===== config.mk =====
export PLATFORM = sky130hd
export DESIGN_NAME = pt_walker
export DESIGN_NICKNAME = d
export VERILOG_FILES = /design/src/rtl/pt_walker_pkg.sv /design/src/rtl/pt_entry_addr.sv /design/src/rtl/pt_entry_eval.sv /design/src/rtl/pt_walker.sv
export SDC_FILE = /design/constraint.sdc
export NUM_CORES = 1
export LEC_CHECK = 0
export BUFFER_PORTS_ARGS = -buffer_cell sky130_fd_sc_hd__buf_2
export CORE_ASPECT_RATIO = 1.75
export CORE_UTILIZATION = 45
export DETAILED_ROUTE_END_ITERATION = 8
export PLACE_DENSITY_LB_ADDON = 0.15
export RECOVER_POWER = 50
export SETUP_SLACK_MARGIN = 0.3
export SLEW_MARGIN = 5
export SYNTH_ARGS = -nofsm -noshare
export SYNTH_HDL_FRONTEND = slang
export SYNTH_SLANG_ARGS = --single-unit

===== constraint.sdc =====
create_clock -name clk -period 2.69 [get_ports clk]
set_clock_uncertainty 0.1 [all_clocks]
set_input_delay 0.1345 -clock clk [delete_from_list [all_inputs] [get_ports clk]]
set_output_delay 0.1345 -clock clk [all_outputs]
set_load 0.02 [all_outputs]

===== src/rtl/pt_walker_pkg.sv =====
package pt_walker_pkg;

  typedef enum logic [1:0] {
    ACC_READ  = 2'd0,
    ACC_WRITE = 2'd1,
    ACC_EXEC  = 2'd2,
    ACC_RSVD  = 2'd3
  } acc_kind_e;

  typedef enum logic [1:0] {
    FLT_NONE = 2'd0,
    FLT_PAGE = 2'd1,
    FLT_PROT = 2'd2
  } fault_e;

  typedef enum logic [2:0] {
    ST_IDLE,
    ST_READ_PTE,
    ST_CHECK,
    ST_WRITEBACK,
    ST_RESPOND
  } walk_state_e;

  // Flag positions inside an entry; the frame number sits at the top.
  localparam int BIT_USED  = 0;
  localparam int BIT_MOD   = 1;
  localparam int BIT_RD    = 2;
  localparam int BIT_WR    = 3;
  localparam int BIT_EX    = 4;
  localparam int BIT_CACHE = 5;
  localparam int BIT_PRES  = 11;

endpackage


===== src/rtl/pt_entry_addr.sv =====
module pt_entry_addr #(
  parameter int PA_W    = 32,
  parameter int VPN_W   = 20,
  parameter int ENT_LOG = 2
) (
  input  logic [PA_W-1:0]  base,
  input  logic [VPN_W-1:0] vpn,
  output logic [PA_W-1:0]  ent_addr
);
  logic [PA_W-1:0] vpn_ext;

  always_comb begin
    vpn_ext  = PA_W'(vpn);
    ent_addr = base + (vpn_ext << ENT_LOG);
  end
endmodule


===== src/rtl/pt_entry_eval.sv =====
module pt_entry_eval import pt_walker_pkg::*; #(
  parameter int PTE_W     = 32,
  parameter int PA_W      = 32,
  parameter int PAGE_BITS = 12
) (
  input  logic [PTE_W-1:0]     pte,
  input  acc_kind_e            kind,
  input  logic [PAGE_BITS-1:0] offset,
  output fault_e               fault,
  output logic [PA_W-1:0]      paddr,
  output logic                 cacheable,
  output logic [PTE_W-1:0]     new_pte,
  output logic                 need_wb
);
  localparam int PFN_W = PA_W - PAGE_BITS;

  logic allowed;

  always_comb begin
    unique case (kind)
      ACC_READ:  allowed = pte[BIT_RD];
      ACC_WRITE: allowed = pte[BIT_WR];
      ACC_EXEC:  allowed = pte[BIT_EX];
      default:   allowed = 1'b0;
    endcase

    if (!pte[BIT_PRES])  fault = FLT_PAGE;
    else if (!allowed)   fault = FLT_PROT;
    else                 fault = FLT_NONE;

    new_pte = pte;
    new_pte[BIT_USED] = 1'b1;
    if (kind == ACC_WRITE) new_pte[BIT_MOD] = 1'b1;

    if (fault == FLT_NONE) begin
      paddr     = {pte[PTE_W-1 -: PFN_W], offset};
      cacheable = pte[BIT_CACHE];
      need_wb   = (new_pte != pte);
    end else begin
      paddr     = '0;
      cacheable = 1'b0;
      need_wb   = 1'b0;
    end
  end
endmodule


===== src/rtl/pt_walker.sv =====
module pt_walker import pt_walker_pkg::*; #(
  parameter int VA_W      = 32,
  parameter int PA_W      = 32,
  parameter int PAGE_BITS = 12,
  parameter int PTE_W     = 32
) (
  input  logic             clk,
  input  logic             rst_n,
  input  logic             base_we,
  input  logic [PA_W-1:0]  base_wdata,
  input  logic             req_valid,
  output logic             req_ready,
  input  logic [VA_W-1:0]  req_vaddr,
  input  logic [1:0]       req_kind,
  output logic             mem_rd_valid,
  input  logic             mem_rd_ready,
  output logic [PA_W-1:0]  mem_rd_addr,
  input  logic             mem_rd_data_valid,
  input  logic [PTE_W-1:0] mem_rd_data,
  output logic             mem_wr_valid,
  input  logic             mem_wr_ready,
  output logic [PA_W-1:0]  mem_wr_addr,
  output logic [PTE_W-1:0] mem_wr_data,
  output logic             rsp_valid,
  input  logic             rsp_ready,
  output logic [PA_W-1:0]  rsp_paddr,
  output logic             rsp_cacheable,
  output logic [1:0]       rsp_fault
);
  localparam int VPN_W   = VA_W - PAGE_BITS;
  localparam int ENT_LOG = $clog2(PTE_W / 8);

  walk_state_e            state_q;
  logic [PA_W-1:0]        base_q;
  logic [PA_W-1:0]        ent_addr_q;
  logic [PAGE_BITS-1:0]   off_q;
  acc_kind_e              kind_q;
  logic                   rd_sent_q;
  logic [PTE_W-1:0]       pte_q;
  logic [PTE_W-1:0]       wb_data_q;
  logic [PA_W-1:0]        paddr_q;
  logic                   cache_q;
  fault_e                 fault_q;

  logic [PA_W-1:0]        ent_addr;
  fault_e                 ev_fault;
  logic [PA_W-1:0]        ev_paddr;
  logic                   ev_cache;
  logic [PTE_W-1:0]       ev_new_pte;
  logic                   ev_need_wb;

  pt_entry_addr #(.PA_W(PA_W), .VPN_W(VPN_W), .ENT_LOG(ENT_LOG)) u_addr (
    .base     (base_q),
    .vpn      (req_vaddr[VA_W-1:PAGE_BITS]),
    .ent_addr (ent_addr)
  );

  pt_entry_eval #(.PTE_W(PTE_W), .PA_W(PA_W), .PAGE_BITS(PAGE_BITS)) u_eval (
    .pte       (pte_q),
    .kind      (kind_q),
    .offset    (off_q),
    .fault     (ev_fault),
    .paddr     (ev_paddr),
    .cacheable (ev_cache),
    .new_pte   (ev_new_pte),
    .need_wb   (ev_need_wb)
  );

  always_ff @(posedge clk or negedge rst_n) begin
    if (!rst_n)       base_q <= '0;
    else if (base_we) base_q <= base_wdata;
  end

  always_ff @(posedge clk or negedge rst_n) begin
    if (!rst_n) begin
      state_q    <= ST_IDLE;
      ent_addr_q <= '0;
      off_q      <= '0;
      kind_q     <= ACC_READ;
      rd_sent_q  <= 1'b0;
      pte_q      <= '0;
      wb_data_q  <= '0;
      paddr_q    <= '0;
      cache_q    <= 1'b0;
      fault_q    <= FLT_NONE;
    end else begin
      unique case (state_q)
        ST_IDLE: if (req_valid) begin
          ent_addr_q <= ent_addr;
          off_q      <= req_vaddr[PAGE_BITS-1:0];
          kind_q     <= acc_kind_e'(req_kind);
          rd_sent_q  <= 1'b0;
          state_q    <= ST_READ_PTE;
        end
        ST_READ_PTE: begin
          if (!rd_sent_q) begin
            if (mem_rd_ready) rd_sent_q <= 1'b1;
          end else if (mem_rd_data_valid) begin
            pte_q   <= mem_rd_data;
            state_q <= ST_CHECK;
          end
        end
        ST_CHECK: begin
          paddr_q   <= ev_paddr;
          cache_q   <= ev_cache;
          fault_q   <= ev_fault;
          wb_data_q <= ev_new_pte;
          state_q   <= ev_need_wb ? ST_WRITEBACK : ST_RESPOND;
        end
        ST_WRITEBACK: if (mem_wr_ready) state_q <= ST_RESPOND;
        ST_RESPOND:   if (rsp_ready)    state_q <= ST_IDLE;
        default:      state_q <= ST_IDLE;
      endcase
    end
  end

  always_comb begin
    req_ready     = (state_q == ST_IDLE);
    mem_rd_valid  = (state_q == ST_READ_PTE) && !rd_sent_q;
    mem_rd_addr   = ent_addr_q;
    mem_wr_valid  = (state_q == ST_WRITEBACK);
    mem_wr_addr   = ent_addr_q;
    mem_wr_data   = wb_data_q;
    rsp_valid     = (state_q == ST_RESPOND);
    rsp_paddr     = paddr_q;
    rsp_cacheable = cache_q;
    rsp_fault     = fault_q;
  end
endmodule


== Word-level counts from Yosys, hierarchy flattened ==
Cells that the tools add are included.

* Flip-flop bits (word level): 181
* Input bits: 106
* Output and inout bits: 135
* Logic and storage cells: 52

* Add/subtract/negate cells: 1
* Equal/unequal tests: 12
* Mux-type cells: 18
* Reductions and logical operators: 10

{| class="wikitable"
|+ Operator list
! operator !! number
|-
| adder 32 x 22 -> 32 bit || 1
|-
| 2-to-1 mux 32 bit || 1
|-
| 2-to-1 mux 3 bit || 6
|-
| case mux 3 bit (5 select lines) || 1
|-
| equality test 3 x 2 -> 1 bit, second input constant || 2
|-
| 2-to-1 mux 1 bit || 6
|-
| inequality test 2 bit, second input constant || 3
|-
| AND reduction 5 bit || 1
|-
| zero test 2 bit || 2
|-
| 2-to-1 mux 2 bit || 2
|-
| inequality test 2 x 1 -> 1 bit, second input constant || 2
|-
| AND reduction 2 bit || 2
|-
| equality test 3 x 1 -> 1 bit, second input constant || 1
|-
| equality test 3 bit, second input constant || 1
|-
| zero test 3 bit || 1
|-
| case mux 1 bit (3 select lines) || 1
|-
| AND reduction 3 bit || 1
|-
| equality test 2 x 1 -> 1 bit, second input constant || 1
|-
| equality test 2 bit, second input constant || 1
|-
| inequality test 2 bit || 1
|-
| case mux 1 bit (2 select lines) || 1
|-
| nonzero test 2 bit || 1
|-
| logical AND 1 bit || 1
|-
| zero test 1 bit || 1
|}

== Logic depth before layout (Yosys ltp) ==
Gate-level depths: netlist of the first run.

* Word-level depth: 8
* Mapped depth: 10
* Gate-level depth less buffers: 10

== Cells and area by module ==
From an unflattened synthesis of the first run, not the netlist that was laid out.

* Cell total of the unflattened synthesis: 740
* Area total of the unflattened synthesis: 9374.0 um2

{| class="wikitable"
|+ By module, submodules not included
! module !! times used !! cells an instance !! area an instance (um2) !! sequential area each (um2)
|-
| pt_walker || 1 || 436 || 7333.3 || 4529.3
|-
| pt_entry_addr || 1 || 224 || 1487.7 || 0.0
|-
| pt_entry_eval || 1 || 80 || 553.0 || 0.0
|}

== Worst setup path after synthesis of the first run ==
Ideal clock, no wire load.

* Path type: flip-flop to flip-flop
* From: register base_q[2]
* To: register ent_addr_q[26], in the netlist mem_rd_addr[26]
* Library setup time: 0.082 ns
* Data arrival time: 2.131 ns
* Data required time: 2.508 ns
* Path slack: 0.377 ns
* Cell stages (with the launch flop): 11
* Path buffers: 0
* Clock period less this slack: 2.313 ns
* Cell sequence: dfrtp_1 > ha_1 > inv_1 > fa_1 > nor2b_1 > o2111ai_1 > a21oi_1 > o211ai_1 > and2_4 > or3_1 > a31oi_1

* Longest elaborated chain between the ends: 1

{| class="wikitable"
|+ RTL lines
! what !! RTL line !! RTL
|-
| start, declared || pt_walker.sv:34 || <nowiki>logic [PA_W-1:0] base_q;</nowiki>
|-
| start signal, assigned || pt_walker.sv:71 || <nowiki>else if (base_we) base_q <= base_wdata;</nowiki>
|-
| adder 32 x 22 -> 32 bit || pt_entry_addr.sv:14 || <nowiki>ent_addr = base + (vpn_ext << ENT_LOG);</nowiki>
|-
| end signal, assigned || pt_walker.sv:89 || <nowiki>ent_addr_q <= ent_addr;</nowiki>
|-
| end, declared || pt_walker.sv:35 || <nowiki>logic [PA_W-1:0] ent_addr_q;</nowiki>
|}

Every way passes these cells.
A chain may end at the register's enable or synchronous reset.

== Final worst setup path of the first run ==
Ends and elaborated chain as after synthesis.

==> qor.csv, run 1 <==
metric,value,unit
Util after Layout,0.617,
RSZ-0062 raised after global routing,true,
Ant. Diodes,0,
post-detail-place hpwl,14.9,mm
gr usage total,0.229,
failing checks,"capacitance limit, slew limit",
Ports,241,
Placement Rows,65,
fin crit share,0.918,
fin crit period,2470,ps
clock buffer depth,2,
syn avg cell area,10.6,um^2
clock share of power,0.206,
Worst-Skew Late Latency,430,ps
Placed Cells,1209,
crit path DAT,2720,ps
internal power,0.00692,W
first-pass GRT wire length,34.3,mm
Pre-antenna DRT Iters,4,
Final Hold Viols,0,
max cap viols,2,
Worst-Margin Slew,1900,ps
highest achievable clock rate,405,MHz
clock-pin transition on the worst setup and hold timing paths,70,ps
kind of critical path,reg2reg,
drt wl/cell,16.2,um
Flop pwr share,0.392,
DRT iter0 DRCs,289,
htree depth,4,
DIE AREA,19100,um^2
Psw,0.00474,W
Syn-to-layout area delta,33.8,%
CORE AREA,18100,um^2
logic gate share of total power,0.402,
final max-slew violation count,99,
Final nets,1209,
# port buffers,240,
maximum VDD drop,0.000577,V
Max-slew headroom,-0.265,
Setup TNS,0,ps
dominant cell type by area after synthesis,dfrtp_1,
Mapped Nets,911,
asr flop ratio synth,1.00,
Net Sw Frac,0.407,
final std cells w/o fill,1328,
synthesis-stage register bit count,181,
GRT Residual Overflow,0,
vias in the first global route,6986,
CP endpoint kind,register,
dominant cells by area after synthesis,"dfrtp_1 54%, nand2_1 8.7%, mux2_2 8.3%, a22o_1 3.5%, ha_1 3.0%",
yosys warns,0,
run status,"complete, but fails checks",
root buffer cell,clkbuf_16,
WP data required,2940,ps
final WL,21.5,mm
CTS tree,built,
"Seq/Total Area, Yosys",0.544,
Post-synth EDFFs,0,
Synth Flop Type,dfrtp_1,
drt via density,5.16,
Yosys top cell area share,0.544,
Mapped Area,8320,um^2
Remaining DRCs,0,
initial antenna violation count,0,
Starting Density,0.461,
crit-path max FO,3,
layout cells sized above 1,0.318,
Die W,105,um
largest net degree at the start of global routing,70,
startpoint types,register,
DRT antenna net count,0,
pwr dens,1050,nW/um^2
Pleak,5.46,nW
synthesized instance count,784,
routability cong.,0.871,
Hold Path Class,in2reg,
Synth cell types,62,
CTS sink cnt,181,
Via Count,6847,
Inserted Clock Buffers,17,
Die Y,182,um
final setup fails,0,
-- critical path: stages, from the launching register on --
cell	delay, ps
dfrtp_1	380
ha_4	170
inv_2	40
fa_2	340
nor2b_2	150
o2111ai_2	160
a21oi_2	200
o211ai_1	180
and2_4	180
or3_1	330
a31oi_1	170
-- power by group through the flow --
stage | combinational, W | clock, W | sequential (W)
floorplan | 0.00259 | 0 | 0.00520
global placement | 0.00453 | 0 | 0.00457
detailed placement | 0.00459 | 0 | 0.00460
CTS | 0.00474 | 0.00248 | 0.00456
global route | 0.00509 | 0.00258 | 0.00471
finish | 0.00469 | 0.00241 | 0.00457
-- worst paths after layout --
kind | startpoint | endpoint | slack [ps] | cells after the start
worst min-delay path | req_vaddr[18] | mem_rd_addr[8] | 80 | 4
worst max-delay path | base_q[2] | mem_rd_addr[26] | 220 | 10
worst max register to register | base_q[2] | mem_rd_addr[26] | 220 | 10
worst min register to register | pte_q[9] | mem_wr_data[9] | 370 | 2
min in group asynchronous | rst_n | rsp_paddr[30] | 570 | 2
max in group asynchronous | rst_n | mem_rd_addr[0] | 480 | 3
-- layout make-up --
class,count,area [um^2]
multi-input cells,522,3510
clock buffers,20,447
repair buffers,348,2190
well taps,234,293
clock inverters,11,120
fillers,1565,6920
flip-flops and latches,181,4530
inverters,12,45.0
-- registers in the layout, summed over array words and instances (netlist names) --
register / flops
rsp_paddr: 32
base_q: 32
mem_rd_addr: 32
off_q: 12
rd_sent_q: 1
rsp_fault: 2
kind_q: 2
rsp_cacheable: 1
mem_wr_data: 32
state_q: 3
pte_q: 32
-- per-stage QoR --
stage	total power, W	worst slack, ps	hold WS [ps]	cell area (um^2)
floorplan	0.00779	377	-261	8320
global placement	0.00910	62.4	74.0	9620
detailed placement	0.00919	26.7	70.8	9620
CTS	0.0118	179	81.2	11100
global route	0.0124	102	91.2	11100
finish	0.0117	220	76.4	11100
-- synthesized netlist by cell type (2+ instances only) --
library cell	instances
nand2_1	193
dfrtp_1	181
mux2_2	61
o21ai_0	41
a22o_1	33
a21oi_1	32
buf_4	32
clkbuf_1	22
ha_1	20
nor2_1	18
inv_1	12
xnor2_1	11
nand3_1	10
nor3_1	10
xor2_1	9
a21o_1	8
buf_2	8
nand4_1	7
a31oi_1	5
and3_1	4
buf_1	4
nand2b_1	4
a211o_1	3
nor2b_1	3
nor4_1	3
o21a_1	3
o21ai_1	3
o21bai_1	3
o31ai_1	3
a221oi_1	2
a41oi_1	2
and4_1	2
mux2i_1	2
or3_1	2
-- kinds of logic (layout without fill, tap and decap cells) --
family                   Yosys count  after routing  synth area share
multiplexers                      63             63            0.0850
XOR/XNOR                          20             20            0.0211
adder cells (fa/ha/maj)           21             21            0.0325
AO/OA/AOI/OAI                    154            154             0.127
AND/OR/NAND/NOR                  264            264             0.135
flip-flops                       181            181             0.544
buffers and inverters             81            391            0.0550
-- layout by cell type, fill, tap and decap left out, types with 17 or more instances in the layout --
master,count
mux2_2,61
o21ai_0,39
a22o_1,33
dlygate4sd3_1,85
dfrtp_1,181
clkbuf_16,17
a21oi_1,27
clkbuf_1,48
nand2_1,193
buf_2,193
buf_4,18
-- metal layers --
metal  wire length, um  vias up  global-route usage
met1              8590     3316               0.256
met4               823        0               0.109
met5                 0        -                   0
met3               863       48              0.0413
met2             11300      207               0.417
li1                  -     3276                   -
-- what timing repair did --
item	in CTS	in global routing
hold endpoints to repair	142	0
setup buffers	2	1
hold buffers	85	0
gates resized for setup	12	21
pin swaps	8	8
setup endpoints to repair	11	16
No activity file was read; power rests on OpenSTA's default activity.
==> run 2: changes to the inputs <==
- RECOVER_POWER: 50 -> 25
==> run 2 against run 1 <==
Compared with the run above: critical endpoint unchanged; non-clock buffer count unchanged; the run still ends with capacitance limit, slew limit left; register-to-register slack about the same; total power increased by 0.59%; final area increased by 0.55%; highest routed layer unchanged; hold slack about the same; cell count unchanged; critical path depth unchanged; critical path type unchanged; sequential power about the same; flip-flop and latch count unchanged; maximum frequency about the same; combinational power increased by 2%.
==> qor.csv, run 2 (same netlist as run 1, synthesis figures left out) <==
metric,value,unit
run status,"complete, but fails checks",
DIE AREA,19100,um^2
fin crit period,2470,ps
"delay-heaviest family, CP",compound AO/OA/AOI/OAI gates,
Final nets,1209,
Die W,105,um
kind of critical path,reg2reg,
"slowest stage cell, crit path",dfrtp_1,
crit-path max FO,3,
# port buffers,240,
slack of the critical path,222,ps
initial antenna violation count,0,
Ports,241,
Via Count,6839,
FF-to-FF path depth,10,
"reg-to-reg slack, setup",220,ps
FF+latch area,4530,um^2
highest achievable clock rate,405,MHz
Hold Path Class,in2reg,
gr usage total,0.229,
Remaining DRCs,0,
CTS tree,built,
DRT iter0 DRCs,269,
startpoint types,register,
Final Hold Viols,0,
DRT antenna net count,0,
Ant. Diodes,0,
final WL,21.5,mm
root buffer cell,clkbuf_16,
"commonest non-fill, non-tap cells in the layout","238 x buf_2, 193 x nand2_1, 181 x dfrtp_1, 85 x dlygate4sd3_1, 61 x mux2_2",
reg-to-reg endpoint,mem_rd_addr[26],
Hold Path Cell Cnt,4,
failing checks,"capacitance limit, slew limit",
first-pass GRT wire length,34.3,mm
CP Buf/Inv Count,1,
Inserted Clock Buffers,17,
clock buffer depth,2,
post-route cell area,11200,um^2
final setup fails,0,
final max-slew violation count,99,
drt wl/cell,16.2,um
RSZ-0062 raised after global routing,true,
Design Power,0.0117,W
Setup TNS,0,ps
Pre-antenna DRT Iters,4,
"commonest non-fill, non-tap cell in the layout",buf_2,
Worst-Margin Slew,1890,ps
Pleak,5.63,nW
drt via density,5.15,
Area after DPL,9620,um^2
layout cells sized above 1,0.359,
Levels on crit path,10,
"slowest stage delay, CP",380,ps
Util after Layout,0.620,
Worst-Skew Late Latency,430,ps
fillcell total,1554,
dpl ws,26.7,ps
Setup crit end,mem_rd_addr[26],
max cap viols,2,
CORE AREA,18100,um^2
CTS sink cnt,181,
crit path cell chain,"ha_4, inv_2, fa_2, nor2b_2, o2111ai_2, a21oi_2, o211ai_1, and2_4, or3_1, a31oi_1",
RR Startpoint,base_q[2],
routability cong.,0.871,
fin crit share,0.917,
Max-slew headroom,-0.260,
Placement Rows,65,
GRT Residual Overflow,0,
Starting Density,0.461,
Syn-to-layout area delta,34.6,%
htree depth,4,
Multi-input gate area,3510,um^2
maximum VDD drop,0.000577,V
pwr dens,1050,nW/um^2
Critical Path Start,base_q[2],
WP data required,2940,ps
Die Y,182,um
largest net degree at the start of global routing,70,
vias in the first global route,6986,
clock-pin transition on the worst setup and hold timing paths,70,ps
post-detail-place hpwl,14.9,mm
CP endpoint kind,register,
crit path DAT,2720,ps
## run 2: cell types whose count changed in the layout (fill, tap and decap cells not counted)
cell,before,now
clkbuf_2,3,1
buf_2,193,238
clkbuf_1,48,3
buf_4,18,20
## run 2: through the flow
step | hold slack [ps] | instances
finish | 76.4 | 1328
global route | 91.2 | 1328
CTS | 81.2 | 1327
detailed placement | 70.8 | 1209
global placement | 74.0 | 1209
floorplan | -261 | 784
## run 2: final cells by class
cell class	instances	area share
multi-input combinational	522	0.314
tap	234	0.0262
clock buffer	20	0.0399
clock inverter	11	0.0107
sequential	181	0.405
timing repair buffer	348	0.201
inverter	12	0.00402
## run 2: routing by layer
metal  up-vias  share of wire  track usage
met2       215           0.52        0.417
li1       3269              -            -
met1      3307           0.40        0.256
met3        48          0.041       0.0413
met5         -              0            0
met4         0          0.038        0.109
## run 2: how the worst min path moves through the flow
| stage | startpoint | end | slack (ps) |
|---|---|---|---|
| floorplan | rst_n | base_q[0] | -260 |
| global placement | rst_n | rsp_paddr[26] | 70 |
| detailed placement | rst_n | pte_q[30] | 70 |
| CTS | mem_rd_data_valid | state_q[0] | 80 |
| global route | req_vaddr[19] | mem_rd_addr[9] | 90 |
| finish | req_vaddr[18] | mem_rd_addr[8] | 80 |
## run 2: report_power, final
part | leakage [nW] | switching [W] | total [W] | internal (W)
logic | 3.09 | 0.00289 | 0.00477 | 0.00188
registers | 2.26 | 0.000761 | 0.00456 | 0.00380
clock network | 0.271 | 0.00109 | 0.00241 | 0.00132
total | 5.63 | 0.00473 | 0.0117 | 0.00700
## run 2: repair_timing
item | CTS | global route
setup buffers | 2 | 1
hold buffers | 85 | 0
endpoints found under the hold margin | 142 | 0
pin swaps | 8 | 8
resized for setup | 12 | 21
setup endpoints to repair | 11 | 16
## run 2: worst reg2reg max path, cell delays in order (launching register included)
cell and delay (ps):
dfrtp_1 380, ha_4 170, inv_2 40, fa_2 340, nor2b_2 150, o2111ai_2 160
a21oi_2 200, o211ai_1 180, and2_4 180, or3_1 330, a31oi_1 170
==> run 3: changes to the inputs <==
- CORE_ASPECT_RATIO: 1.75 -> default
==> run 3 against run 2 <==
Compared with the run above: the flow still finishes with violations (capacitance limit, slew limit); maximum frequency grew 2.2%; utilization shrank 0.21 points; register-to-register slack gained 50 ps; largest cell class unchanged; critical path type unchanged; via count shrank 1.7%; wire length shrank 3.1%; cell count shrank 0.53%; non-clock buffer count shrank 3; first-iteration DRC count shrank 6.7%; largest power group unchanged; global-route usage shrank 0.95 points; flip-flop and latch count is the same; setup slack gained 53 ps; critical endpoint unchanged.
==> qor.csv, run 3 (same netlist as run 1, synthesis figures left out) <==
metric,value,unit
run status,"complete, but fails checks",
failing checks,"capacitance limit, slew limit",
Remaining DRCs,0,
routability cong.,0.852,
max cap viols,2,
FF-to-FF path depth,10,
Ant. Diodes,0,
Ports,241,
kind of critical path,reg2reg,
# port buffers,240,
Hold Path Class,in2reg,
largest net degree at the start of global routing,67,
Setup TNS,0,ps
clock buffer depth,2,
GRT Residual Overflow,0,
Starting Density,0.462,
CP Buf/Inv Count,1,
DRT iter0 DRCs,251,
crit path DAT,2660,ps
fin crit share,0.898,
RR Startpoint,base_q[2],
CORE AREA,18000,um^2
FF+latch area,4530,um^2
initial antenna violation count,0,
gr usage total,0.220,
Via Count,6724,
Hold Path Cell Cnt,4,
maximum VDD drop,0.000680,V
crit-path max FO,3,
root buffer cell,clkbuf_16,
CP endpoint kind,register,
final WL,20.9,mm
Critical Path Start,base_q[2],
Final nets,1206,
Placement Rows,49,
Worst-Skew Late Latency,430,ps
Area after DPL,9570,um^2
Max-slew headroom,-0.217,
CTS tree,built,
final max-slew violation count,102,
"slowest stage delay, CP",400,ps
"slowest stage cell, crit path",dfrtp_1,
Pre-antenna DRT Iters,4,
Worst-Margin Slew,1830,ps
highest achievable clock rate,414,MHz
fillcell total,1541,
final setup fails,0,
drt wl/cell,15.8,um
Syn-to-layout area delta,33.9,%
RSZ-0062 raised after global routing,true,
CTS sink cnt,181,
DIE AREA,19000,um^2
"commonest non-fill, non-tap cells in the layout","225 x buf_2, 193 x nand2_1, 181 x dfrtp_1, 85 x dlygate4sd3_1, 61 x mux2_2",
drt via density,5.09,
Placed Cells,1202,
"delay-heaviest family, CP",simple AND/OR/NAND/NOR gates,
post-detail-place hpwl,14.3,mm
vias in the first global route,6422,
Die Y,138,um
Multi-input gate area,3500,um^2
layout cells sized above 1,0.346,
final std cells w/o fill,1321,
crit path cell chain,"ha_4, inv_2, fa_2, nor2b_4, o2111ai_2, a21oi_2, o211ai_1, and2_4, or3_1, a31oi_1",
Final Hold Viols,0,
post-route cell area,11100,um^2
Die W,138,um
WP data required,2940,ps
slack of the critical path,275,ps
Levels on crit path,10,
fin crit period,2420,ps
Pleak,5.58,nW
startpoint types,register,
"reg-to-reg slack, setup",270,ps
htree depth,4,
"commonest non-fill, non-tap cell in the layout",buf_2,
pwr dens,1050,nW/um^2
worst hold start,req_vaddr[13],
clock-pin transition on the worst setup and hold timing paths,70,ps
DRT antenna net count,0,
Inserted Clock Buffers,17,
dpl ws,45.2,ps
first-pass GRT wire length,31.9,mm
[run 3: cell types whose count changed in the layout (fill, tap and decap cells not counted), sizes merged]
cell,previous run,this run
bufinv,1,0
inv,16,20
clkinv,4,7
buf,260,245
clkinvlp,2,0
clkbuf,23,32
[run 3: cell type report]
type / instances / area share
Sequential cell: 181 / 0.407
Multi-Input combinational cell: 522 / 0.314
Timing Repair Buffer: 345 / 0.197
Clock buffer: 17 / 0.0382
Tap cell: 229 / 0.0257
Clock inverter: 15 / 0.0139
Inverter: 12 / 0.00404
[run 3: power by group]
part / internal (W) / switching (W)
sequential: 0.00380 / 0.000758
combinational: 0.00183 / 0.00284
clock: 0.00124 / 0.00121
total: 0.00687 / 0.00481
[run 3: timing repair]
action | 4_1_cts | 5_1_grt
pin swaps | 7 | 6
endpoints found under the hold margin | 146 | 0
hold buffers | 85 | 0
setup buffers | 0 | 2
gates resized for setup | 8 | 24
endpoints found under the setup margin | 10 | 15
[run 3: path summary, 6_finish.rpt]
| check | to |
|---|---|
| max | mem_rd_addr[26] |
| min | mem_rd_addr[3] |
| max reg2reg | mem_rd_addr[26] |
| min reg2reg | mem_wr_data[10] |
| max in group asynchronous | mem_rd_addr[13] |
| min in group asynchronous | mem_wr_data[28] |
[run 3: worst reg2reg max path: stages (launching register included)]
cell	delay, ps
dfrtp_1	400
ha_4	170
inv_2	40
fa_2	360
nor2b_4	130
o2111ai_2	150
a21oi_2	210
o211ai_1	140
and2_4	170
or3_1	330
a31oi_1	130
[run 3: layer usage]
layer,global-route usage,vias up,routed length (um)
met5,0,-,0
li1,-,3281,-
met2,0.381,192,10200
met3,0.0417,17,1160
met1,0.279,3234,9280
met4,0.0586,0,198
[run 3: metrics by stage]
step | hold WS (ps) | total power [W] | utilization
3_5_place_dp | 66.0 | 0.00915 | 0.531
5_1_grt | 110 | 0.0125 | 0.618
2_1_floorplan | -261 | 0.00779 | -
3_3_place_gp | 65.6 | 0.00906 | 0.531
6_report | 108 | 0.0117 | 0.618
4_1_cts | 90.4 | 0.0117 | 0.613
